[src/rtl/cme_pkg.sv]
package cme_pkg;

  typedef enum logic [2:0] {
    ST_IDLE,
    ST_WALK,
    ST_LOOK,
    ST_ACT,
    ST_WB
  } eng_state_e;

  // Line command encoding: bit 1 = push, bit 0 = invalidate.
  localparam logic [1:0] LOP_NONE  = 2'b00;
  localparam logic [1:0] LOP_INV   = 2'b01;
  localparam logic [1:0] LOP_PUSH  = 2'b10;
  localparam logic [1:0] LOP_CLEAR = 2'b11;

  // Flags after the operation is applied: {valid, modified}.
  function automatic logic [1:0] entry_after(logic v, logic d, logic push, logic inv);
    if (inv)       return 2'b00;
    else if (push) return {v, 1'b0};
    else           return {v, d};
  endfunction

  function automatic logic entry_needs_wb(logic v, logic d, logic push);
    return push & v & d;
  endfunction

endpackage

[src/rtl/cme_tag_store.sv]
module cme_tag_store #(
  parameter int SETS  = 16,
  parameter int SET_W = 4,
  parameter int TAG_W = 8
) (
  input  logic                  clk,
  input  logic                  rst_n,
  input  logic                  fill_en,
  input  logic                  fill_way,
  input  logic [SET_W-1:0]      fill_set,
  input  logic [TAG_W-1:0]      fill_tag,
  input  logic                  fill_dirty,
  input  logic [SET_W-1:0]      eng_set,
  input  logic                  upd_en,
  input  logic                  upd_way,
  input  logic                  upd_v,
  input  logic                  upd_d,
  output logic [1:0]            eng_v,
  output logic [1:0]            eng_d,
  output logic [1:0][TAG_W-1:0] eng_tag,
  input  logic [SET_W-1:0]      peek_set,
  output logic [1:0]            pk_v,
  output logic [1:0]            pk_d,
  output logic [1:0][TAG_W-1:0] pk_tag
);

  for (genvar w = 0; w < 2; w++) begin : g_way
    localparam logic WAY_ID = 1'(w);
    logic [SETS-1:0]  vld;
    logic [SETS-1:0]  mod;
    logic [TAG_W-1:0] tg [SETS];

    always_ff @(posedge clk or negedge rst_n) begin
      if (!rst_n) begin
        vld <= '0;
        mod <= '0;
        for (int s = 0; s < SETS; s++) tg[s] <= '0;
      end else begin
        if (fill_en && fill_way == WAY_ID) begin
          vld[fill_set] <= 1'b1;
          mod[fill_set] <= fill_dirty;
          tg[fill_set]  <= fill_tag;
        end
        if (upd_en && upd_way == WAY_ID) begin
          vld[eng_set] <= upd_v;
          mod[eng_set] <= upd_d;
        end
      end
    end

    assign eng_v[w]   = vld[eng_set];
    assign eng_d[w]   = mod[eng_set];
    assign eng_tag[w] = tg[eng_set];
    assign pk_v[w]    = vld[peek_set];
    assign pk_d[w]    = mod[peek_set];
    assign pk_tag[w]  = tg[peek_set];
  end

endmodule

[src/rtl/cme_way_match.sv]
module cme_way_match #(
  parameter int TAG_W = 8
) (
  input  logic [1:0]            v,
  input  logic [1:0][TAG_W-1:0] tags,
  input  logic [TAG_W-1:0]      look_tag,
  output logic                  hit,
  output logic                  hit_way
);

  logic [1:0] eq;

  for (genvar w = 0; w < 2; w++) begin : g_cmp
    assign eq[w] = v[w] && (tags[w] == look_tag);
  end

  assign hit     = |eq;
  assign hit_way = ~eq[0];   // way 0 wins when both match

endmodule

[src/rtl/cme_engine.sv]
module cme_engine
  import cme_pkg::*;
#(
  parameter int SET_W = 4,
  parameter int TAG_W = 8
) (
  input  logic                   clk,
  input  logic                   rst_n,
  input  logic                   go,
  input  logic                   cmd_push_all,
  input  logic                   cmd_inv_all,
  input  logic [1:0]             cmd_line_op,
  input  logic [TAG_W+SET_W-1:0] cmd_line,
  input  logic                   en_req,
  input  logic                   wb_ack,
  input  logic [1:0]             tv,
  input  logic [1:0]             td,
  input  logic [1:0][TAG_W-1:0]  ttag,
  input  logic                   hit,
  input  logic                   hit_way,
  output logic                   busy,
  output logic                   cache_en,
  output logic                   wb_req,
  output logic [TAG_W+SET_W-1:0] wb_line,
  output logic [SET_W-1:0]       cur_set,
  output logic [TAG_W-1:0]       look_tag,
  output logic                   upd_en,
  output logic                   upd_way,
  output logic                   upd_v,
  output logic                   upd_d,
  output logic                   walk_last,
  output logic                   line_miss,
  output logic                   wb_done
);

  eng_state_e       state;
  logic             whole_q, push_q, inv_q, seq_q, hit_q, en_q;
  logic [SET_W-1:0] set_q;
  logic             way_q;
  logic [TAG_W-1:0] tag_q;

  logic             ev, ed, need_wb;
  logic [1:0]       after;
  logic [SET_W:0]   walk_nx;
  logic             take_whole, take_line, take_en;

  assign ev        = tv[way_q];
  assign ed        = td[way_q];
  assign need_wb   = entry_needs_wb(ev, ed, push_q);
  assign after     = entry_after(ev, ed, push_q, inv_q);
  assign walk_nx   = {set_q, way_q} + {{SET_W{1'b0}}, 1'b1};
  assign walk_last = (set_q == {SET_W{1'b1}}) && way_q;
  assign wb_done   = (state == ST_WB) && wb_ack;
  assign line_miss = (state == ST_ACT) && !hit_q;

  assign take_whole = go && (cmd_push_all || cmd_inv_all);
  assign take_line  = go && !take_whole && (cmd_line_op != LOP_NONE);
  assign take_en    = !take_whole && !take_line && (en_req != en_q);

  assign upd_en  = ((state == ST_WALK) && !need_wb) ||
                   ((state == ST_ACT) && hit_q && !need_wb) || wb_done;
  assign upd_way = way_q;
  assign upd_v   = after[1];
  assign upd_d   = after[0];

  assign busy     = (state != ST_IDLE);
  assign cache_en = en_q;
  assign wb_req   = (state == ST_WB);
  assign wb_line  = {ttag[way_q], set_q};
  assign cur_set  = set_q;
  assign look_tag = tag_q;

  always_ff @(posedge clk or negedge rst_n) begin
    if (!rst_n) begin
      state   <= ST_IDLE;
      whole_q <= 1'b0;
      push_q  <= 1'b0;
      inv_q   <= 1'b0;
      seq_q   <= 1'b0;
      hit_q   <= 1'b0;
      en_q    <= 1'b0;
      set_q   <= '0;
      way_q   <= 1'b0;
      tag_q   <= '0;
    end else begin
      unique case (state)
        ST_IDLE: begin
          if (take_whole) begin
            whole_q <= 1'b1;
            seq_q   <= 1'b0;
            push_q  <= cmd_push_all;
            inv_q   <= cmd_inv_all;
            set_q   <= '0;
            way_q   <= 1'b0;
            state   <= ST_WALK;
          end else if (take_line) begin
            whole_q <= 1'b0;
            seq_q   <= 1'b0;
            push_q  <= cmd_line_op[1];
            inv_q   <= cmd_line_op[0];
            set_q   <= cmd_line[SET_W-1:0];
            tag_q   <= cmd_line[TAG_W+SET_W-1:SET_W];
            state   <= ST_LOOK;
          end else if (take_en) begin
            whole_q <= 1'b1;
            seq_q   <= 1'b1;
            push_q  <= !en_req;
            inv_q   <= en_req;
            set_q   <= '0;
            way_q   <= 1'b0;
            state   <= ST_WALK;
          end
        end
        ST_WALK: begin
          if (need_wb) state <= ST_WB;
          else if (walk_last) begin
            state <= ST_IDLE;
            if (seq_q) en_q <= inv_q;
          end else {set_q, way_q} <= walk_nx;
        end
        ST_LOOK: begin
          hit_q <= hit;
          way_q <= hit_way;
          state <= ST_ACT;
        end
        ST_ACT: begin
          if (hit_q && need_wb) state <= ST_WB;
          else                  state <= ST_IDLE;
        end
        ST_WB: begin
          if (wb_ack) begin
            if (!whole_q) state <= ST_IDLE;
            else if (walk_last) begin
              state <= ST_IDLE;
              if (seq_q) en_q <= inv_q;
            end else begin
              {set_q, way_q} <= walk_nx;
              state          <= ST_WALK;
            end
          end
        end
        default: state <= ST_IDLE;
      endcase
    end
  end

endmodule

[src/rtl/cache_maint_engine.sv]
module cache_maint_engine #(
  parameter int SETS   = 16,
  parameter int TAG_W  = 8,
  localparam int SET_W  = $clog2(SETS),
  localparam int LINE_W = TAG_W + SET_W
) (
  input  logic                clk,
  input  logic                rst_n,
  input  logic                go,
  input  logic                cmd_push_all,
  input  logic                cmd_inv_all,
  input  logic [1:0]          cmd_line_op,
  input  logic [LINE_W-1:0]   cmd_line,
  input  logic                en_req,
  output logic                busy,
  output logic                cache_en,
  output logic                wb_req,
  output logic [LINE_W-1:0]   wb_line,
  input  logic                wb_ack,
  input  logic                fill_en,
  input  logic                fill_way,
  input  logic [SET_W-1:0]    fill_set,
  input  logic [TAG_W-1:0]    fill_tag,
  input  logic                fill_dirty,
  input  logic [SET_W-1:0]    peek_set,
  output logic [1:0]          peek_valid,
  output logic [1:0]          peek_dirty,
  output logic [2*TAG_W-1:0]  peek_tag
);

  logic [1:0]            tv, td;
  logic [1:0][TAG_W-1:0] ttag, pk_tag;
  logic [SET_W-1:0]      cur_set;
  logic [TAG_W-1:0]      look_tag;
  logic                  hit, hit_way;
  logic                  upd_en, upd_way, upd_v, upd_d;
  logic                  walk_last, line_miss, wb_done;
  logic                  fill_ok;

  assign fill_ok  = fill_en && !busy;
  assign peek_tag = pk_tag;

  cme_tag_store #(.SETS(SETS), .SET_W(SET_W), .TAG_W(TAG_W)) u_store (
    .clk(clk), .rst_n(rst_n),
    .fill_en(fill_ok), .fill_way(fill_way), .fill_set(fill_set),
    .fill_tag(fill_tag), .fill_dirty(fill_dirty),
    .eng_set(cur_set), .upd_en(upd_en), .upd_way(upd_way),
    .upd_v(upd_v), .upd_d(upd_d),
    .eng_v(tv), .eng_d(td), .eng_tag(ttag),
    .peek_set(peek_set), .pk_v(peek_valid), .pk_d(peek_dirty), .pk_tag(pk_tag)
  );

  cme_way_match #(.TAG_W(TAG_W)) u_match (
    .v(tv), .tags(ttag), .look_tag(look_tag), .hit(hit), .hit_way(hit_way)
  );

  cme_engine #(.SET_W(SET_W), .TAG_W(TAG_W)) u_eng (
    .clk(clk), .rst_n(rst_n), .go(go),
    .cmd_push_all(cmd_push_all), .cmd_inv_all(cmd_inv_all),
    .cmd_line_op(cmd_line_op), .cmd_line(cmd_line), .en_req(en_req),
    .wb_ack(wb_ack), .tv(tv), .td(td), .ttag(ttag),
    .hit(hit), .hit_way(hit_way),
    .busy(busy), .cache_en(cache_en), .wb_req(wb_req), .wb_line(wb_line),
    .cur_set(cur_set), .look_tag(look_tag),
    .upd_en(upd_en), .upd_way(upd_way), .upd_v(upd_v), .upd_d(upd_d),
    .walk_last(walk_last), .line_miss(line_miss), .wb_done(wb_done)
  );

endmodule

[config.mk]
export PLATFORM = sky130hd
export DESIGN_NAME = cache_maint_engine
export DESIGN_NICKNAME = d
export VERILOG_FILES = /design/src/rtl/cme_pkg.sv /design/src/rtl/cme_tag_store.sv /design/src/rtl/cme_way_match.sv /design/src/rtl/cme_engine.sv /design/src/rtl/cache_maint_engine.sv
export SDC_FILE = /design/constraint.sdc
export NUM_CORES = 1
export LEC_CHECK = 0
export ABC_AREA = 1
export BUFFER_PORTS_ARGS = -buffer_cell sky130_fd_sc_hd__buf_2
export CORE_MARGIN = 2
export CORE_UTILIZATION = 50
export CTS_CLUSTER_SIZE = 40
export DETAILED_ROUTE_END_ITERATION = 8
export PLACE_DENSITY = 0.67
export SYNTH_ARGS = -nofsm -noshare
export SYNTH_HDL_FRONTEND = slang
export SYNTH_SLANG_ARGS = --single-unit
export TNS_END_PERCENT = 30
[constraint.sdc]
create_clock -name clk -period 3.1 [get_ports clk]
set_input_delay 0.62 -clock clk [delete_from_list [all_inputs] [get_ports clk]]
set_output_delay 0.62 -clock clk [all_outputs]
set_load 0.005 [all_outputs]
# Yosys cells after proc, flatten, opt, wreduce, memory -nomap -nowiden
# Cells that the tools add are included.
# W data, S select, Z words.
[word_totals]
ff_bits = 342
[op_classes]
add_sub_neg = 1
n_reduce_logical = 43
bitwise_logic = 11
eq_ne = 15
n_mux = 100
magnitude_cmp = 10
[ops]
columns = ["operator", "count"]
rows = [
  ["$bwmux W128", 2],
  ["$bmux W8 S4", 4],
  ["$mux W16", 8],
  ["$bwmux W16", 6],
  ["$mux W8", 11],
  ["$mux W1", 38],
  ["$bmux W1 S4", 8],
  ["$demux W8 S4", 1],
  ["$or A16 B16 Y16", 2],
  ["$mux W4", 7],
  ["$mux W3", 8],
  ["$logic_and A1 B1 Y1", 21],
  ["$eq A8 B8 Y1", 2],
  ["$ge A5 B5 Y1 const B", 3],
  ["$lt A4 B5 Y1 const B", 3],
  ["$not A4 Y5", 3],
  ["$pmux W3 S5", 1],
  ["$pmux W4 S3", 1],
  ["$reduce_bool A3 Y1", 3],
  ["$demux W1 S4", 2],
  ["$ge A4 B1 Y1 const B", 2],
  ["$eq A3 B2 Y1 const B", 2],
  ["$ne A3 B1 Y1 const B", 2],
  ["$reduce_and A3 Y1", 2],
  ["26 further kinds", 38],
]

# Depth between registers and ports, before layout
[depth]
ltp_word = 12
ltp_mapped = 21
depth_no_buf = 18

# Cells and area by module
# Synthesis repeated with hierarchy kept, for this count alone.
[hier_totals]
hier_cells = 3509
hier_area_um2 = 22335.2
[modules_own_cells]
columns = ["mod", "instances", "seq_area_each_um2", "cells_per_inst", "area_each_um2"]
rows = [
  ["cme_tag_store", 1, 8007.7, 3232, 20557.2],
  ["cme_engine", 1, 550.5, 208, 1470.2],
  ["cme_way_match", 1, 0.0, 67, 297.8],
  ["cache_maint_engine", 1, 0.0, 2, 10.0],
]

# Worst setup path before layout
# OpenSTA, ideal clock, no wires.
[synth_timing]
kind = "input to output"
startpoint = "in peek_set[0]"
endpoint = "out peek_dirty[1]"
n_path_buf = 3
path_stages = 7
required_time_ns = 2.480
setup_slack_ns = 0.609
t_arrival_ns = 1.871
path_cell_list = "clkbuf_1 -> clkbuf_1 -> clkbuf_1 -> o21ai_0 -> o221ai_1 -> o211ai_1 -> nand2_1"
[synth_between]
elab_chain_len = 2
[synth_lines]
columns = ["element", "line", "text"]
rows = [
  ["from (decl)", "cache_maint_engine.sv:25", "input logic [SET_W-1:0] peek_set,"],
  ["$bmux W1 S4", "cme_tag_store.sv:55", "assign pk_d[w] = mod[peek_set];"],
  ["$mux W1 (not written as such)", "cme_tag_store.sv:55", ""],
  ["to (decl)", "cache_maint_engine.sv:27", "output logic [1:0] peek_dirty,"],
]
# No other way between the ends. The select of a mux whose other input is x is not followed.

# Worst setup path after layout
[layout_timing]
startpoint = "reg u_eng.set_q[0] (netlist: u_eng.cur_set[0])"
endpoint = "out wb_line[5]"
[layout_between]
elab_chain_len = 6
[layout_lines]
columns = ["element", "line", "text"]
rows = [
  ["from (decl)", "cme_engine.sv:38", "logic [SET_W-1:0] set_q;"],
  ["from (signal assigned)", "cme_engine.sv:101", "set_q <= cmd_line[SET_W-1:0];"],
  ["from (signal assigned)", "cme_engine.sv:119", "end else {set_q, way_q} <= walk_nx;"],
  ["from (signal assigned)", "cme_engine.sv:137", "{set_q, way_q} <= walk_nx;"],
  ["$not A4 Y5 (not written as such) (*)", "cme_tag_store.sv:53", "assign eng_tag[w] = tg[eng_set];"],
  ["$bmux W8 S4", "cme_tag_store.sv:53", ""],
  ["$mux W8 (not written as such) (2 in series)", "cme_tag_store.sv:53", ""],
  ["$mux W8 (not written as such) (*) (2 in series)", "cme_engine.sv:69", "assign wb_line = {ttag[way_q], set_q};"],
  ["to (decl)", "cache_maint_engine.sv:18", "output logic [LINE_W-1:0] wb_line,"],
]
# Every way passes the cells marked *; elsewhere a longest branch is shown, timed or not. The select of a mux whose other input is x is not followed.

==> reports/summary.txt <==
Synth Instances: 3,038
fin crit period: 3.14 ns
peak supply drop: 806 uV
fraction of registers with async set/reset: 1.00
flop-to-flop setup slack: 0.18 ns
CTS Hold Bufs: 0
final hold violation count: 0
reg2reg path depth: 16
Layout Utilization: 0.599
final setup fails: 4
pwr dens: 950 mW/mm^2
largest net degree at the start of global routing: 79
total number of vias: 22,100
# diodes: 0
fillers: 3,868
antenna-violating nets left: 0
DR iter-0 viols: 2,875
pre-CTS setup slack: 0.221 ns
Synth Cell Area: 0.0209 mm^2
Worst slew margin: 0.386
slowest stage delay, CP: 0.60 ns
CP max-delay cell: dfrtp_4
DRC: 0
Setup crit end kind: primary output
Synthesized Nets: 3,079
gr usage total: 0.376
I/O pin count: 75
post-route insts no fill: 3,670
Seq/Total Area, Yosys: 0.410
Via density: 6.01
status: finished with violations
Yosys top cell area share: 0.410
RSZ-0062 raised after global routing: true
final WL: 82,400 um
worst setup margin: -0.0374 ns
worst r2r src: u_eng.cur_set[0]
Clock Tree Buf Depth: 3
failing checks: negative setup slack
wire per inst: 22.4 um
total CTS buffers: 41
count of buffers from port buffering: 74
most frequent cell after synthesis: nand2_1
cell mode on critical path: nand2_1
Post-synth EDFFs: 0
first-pass GRT wire length: 125,000 um
count of different cell masters after synthesis: 38
CTS tree: done
critical path fanouts, max: 8
ys flop type: dfrtp_1
Max Slew Vio Count: 0
worst skew pair latency: 0.57 ns
syn_area_per_cell: 6.87 um^2
routability cong.: 0.968
Post-DP HPWL: 51,900 um
Crit path required time: 2.48 ns
initial antenna violation count: 0
nets: 3,152
Hold Path Class: input port to async pin
Synth Register Bits: 342
Synth area leader: dfrtp_1
Root Driver: clkbuf_16
LEAKAGE: 12.0 nW
Register Area: 0.00856 mm^2
H-tree lvl count: 2
footprint of the multi-input gates: 0.0107 mm^2
WP buf/inv: 4
Worst-path clk slew: 0.06 ns
Crit Path Class: flop to primary output
global route overflow: 0
cell count along the critical path: 12
num rows: 74
Syn. warnings: 0
worst reg2reg path endpoint: u_store.g_way[0].mod[4]
list of most frequent post-synthesis cells: 763 x nand2_1, 569 x o21ai_0, 406 x nor2_1
Final Cycle Share: 1.01
f_max: 319 MHz
clock skew: 0.0213 ns
placed instance count: 3,555
setup tns final: -0.120 ns
Area Overhead vs Synth: 17.6%
critical path startpoint category: flop
first drt pass iteration count: 6
initial core utilization: 0.509
Max Cap Viol: 0
Core ar.: 0.0410 mm^2
Die X: 208 um
Data arrival, critical path: 2.52 ns
Slew @ Worst Pin: 0.920 ns
vias in the first global route: 21,300
synth top area cells: dfrtp_1 41%, nand2_1 14%, o21ai_0 14%
crit path cell chain: clkinv_8, nand2_8, buf_12, nor2_2, nor2_2, nand2_1, nand2_1, nand2_1, nor2_1, buf_4, o21ai_2, buf_2
Top delay family on crit path: simple AND/OR/NAND/NOR gates
fraction of layout cells with a size suffix above 1: 0.150
die footprint: 0.0434 mm^2
Tot Pwr: 23.3 mW
die span in y: 208 um
clock sink count: 342
==> power breakdown <==
group / internal (mW) / total, mW / switching, mW / leakage, nW
clock network: 3.04 / 5.07 / 2.04 / 0.681
registers: 5.71 / 6.61 / 0.898 / 3.80
logic: 4.22 / 11.6 / 7.43 / 7.50
total: 13.0 / 23.3 / 10.4 / 12.0
==> cell families (layout without fill, tap and decap cells) <==
logic type               after synthesis  count (layout)  share of synthesized area
AO/OA/AOI/OAI                        847             847                      0.216
XOR/XNOR                               3               3                    0.00126
adder cells (fa/ha/maj)                1               1                   0.000599
buffers and inverters                497             595                     0.0948
flip-flops                           342             342                      0.410
multiplexers                          71              71                     0.0382
AND/OR/NAND/NOR                     1277            1279                      0.240
==> worst max path at each step <==
| stage | from | endpoint | slack [ns] |
|---|---|---|---|
| 2_1_floorplan | peek_set[0] | peek_dirty[1] | 0.61 |
| 6_report | u_eng.cur_set[0] | wb_line[5] | -0.04 |
| 4_1_cts | u_eng.cur_set[0] | wb_line[10] | -0.02 |
| 3_5_place_dp | u_eng.cur_set[1] | wb_line[4] | 0.22 |
| 5_1_grt | u_eng.cur_set[0] | wb_line[4] | -0.13 |
| 3_3_place_gp | u_eng.cur_set[1] | wb_line[4] | 0.21 |
==> state kept, by name (all words and copies together) (netlist names) <==
| name | count |
|---|---|
| u_store.g_way.tg | 256 |
| u_eng.state | 3 |
| u_eng.seq_q | 1 |
| u_store.g_way.mod | 32 |
| u_eng.whole_q | 1 |
| u_store.g_way.vld | 32 |
| u_eng.inv_q | 1 |
| u_eng.upd_way | 1 |
| u_eng.look_tag | 8 |
| u_eng.hit_q | 1 |
| u_eng.cur_set | 4 |
| u_eng.push_q | 1 |
| u_eng.cache_en | 1 |
==> metal layers <==
metal,GRT usage,share of wire,wire length [um]
met5,0,0,0
met4,0.196,0.061,5060
met3,0.0649,0.10,8350
met2,0.600,0.45,37000
met1,0.492,0.39,31900
==> through the flow <==
step | hold WS (ns) | area (um^2)
floorplan | 0.324 | 20900
global placement | 0.497 | 22300
detailed placement | 0.503 | 22300
CTS | 0.0401 | 24200
global route | 0.0500 | 24600
finish | 0.0210 | 24600
==> layout by cell type (no fill, tap or decap), types with 2 or more instances in the layout <==
master,count
clkinv_2,3
dfrtp_1,341
nor2_4,8
o211ai_1,6
o21ai_0,541
inv_1,287
o21a_1,32
buf_12,32
buf_8,6
buf_6,9
buf_2,70
inv_2,8
nand3_1,60
clkbuf_8,11
o21ai_1,56
nand2_2,21
a21oi_2,3
inv_6,2
nor2_2,38
nand4_1,7
bufinv_16,3
o22ai_2,5
a22oi_1,7
a21oi_1,134
nand2_4,5
nor3_1,5
buf_16,4
o221ai_1,27
clkbuf_1,7
o22ai_1,21
nor2_1,385
nand2_8,4
mux2_2,70
nand2_1,742
clkbuf_16,47
o21ai_2,11
xor2_1,3
buf_4,103
==> layout make-up <==
type,count,area share
Clock inverter,9,0.00530
Multi-Input combinational cell,2201,0.434
Inverter,297,0.0460
Sequential cell,342,0.349
Clock buffer,61,0.0510
Timing Repair Buffer,228,0.0882
Tap cell,532,0.0271
==> repair_timing <==
item / CTS / global route
pin swaps: 15 / 48
resized for setup: 71 / 68
setup endpoints to repair: 8 / 8
gates cloned: 6 / 4
buffers inserted: 24 / 13
hold endpoints to repair: 0 / 0
No activity file was read; power rests on OpenSTA's default activity.
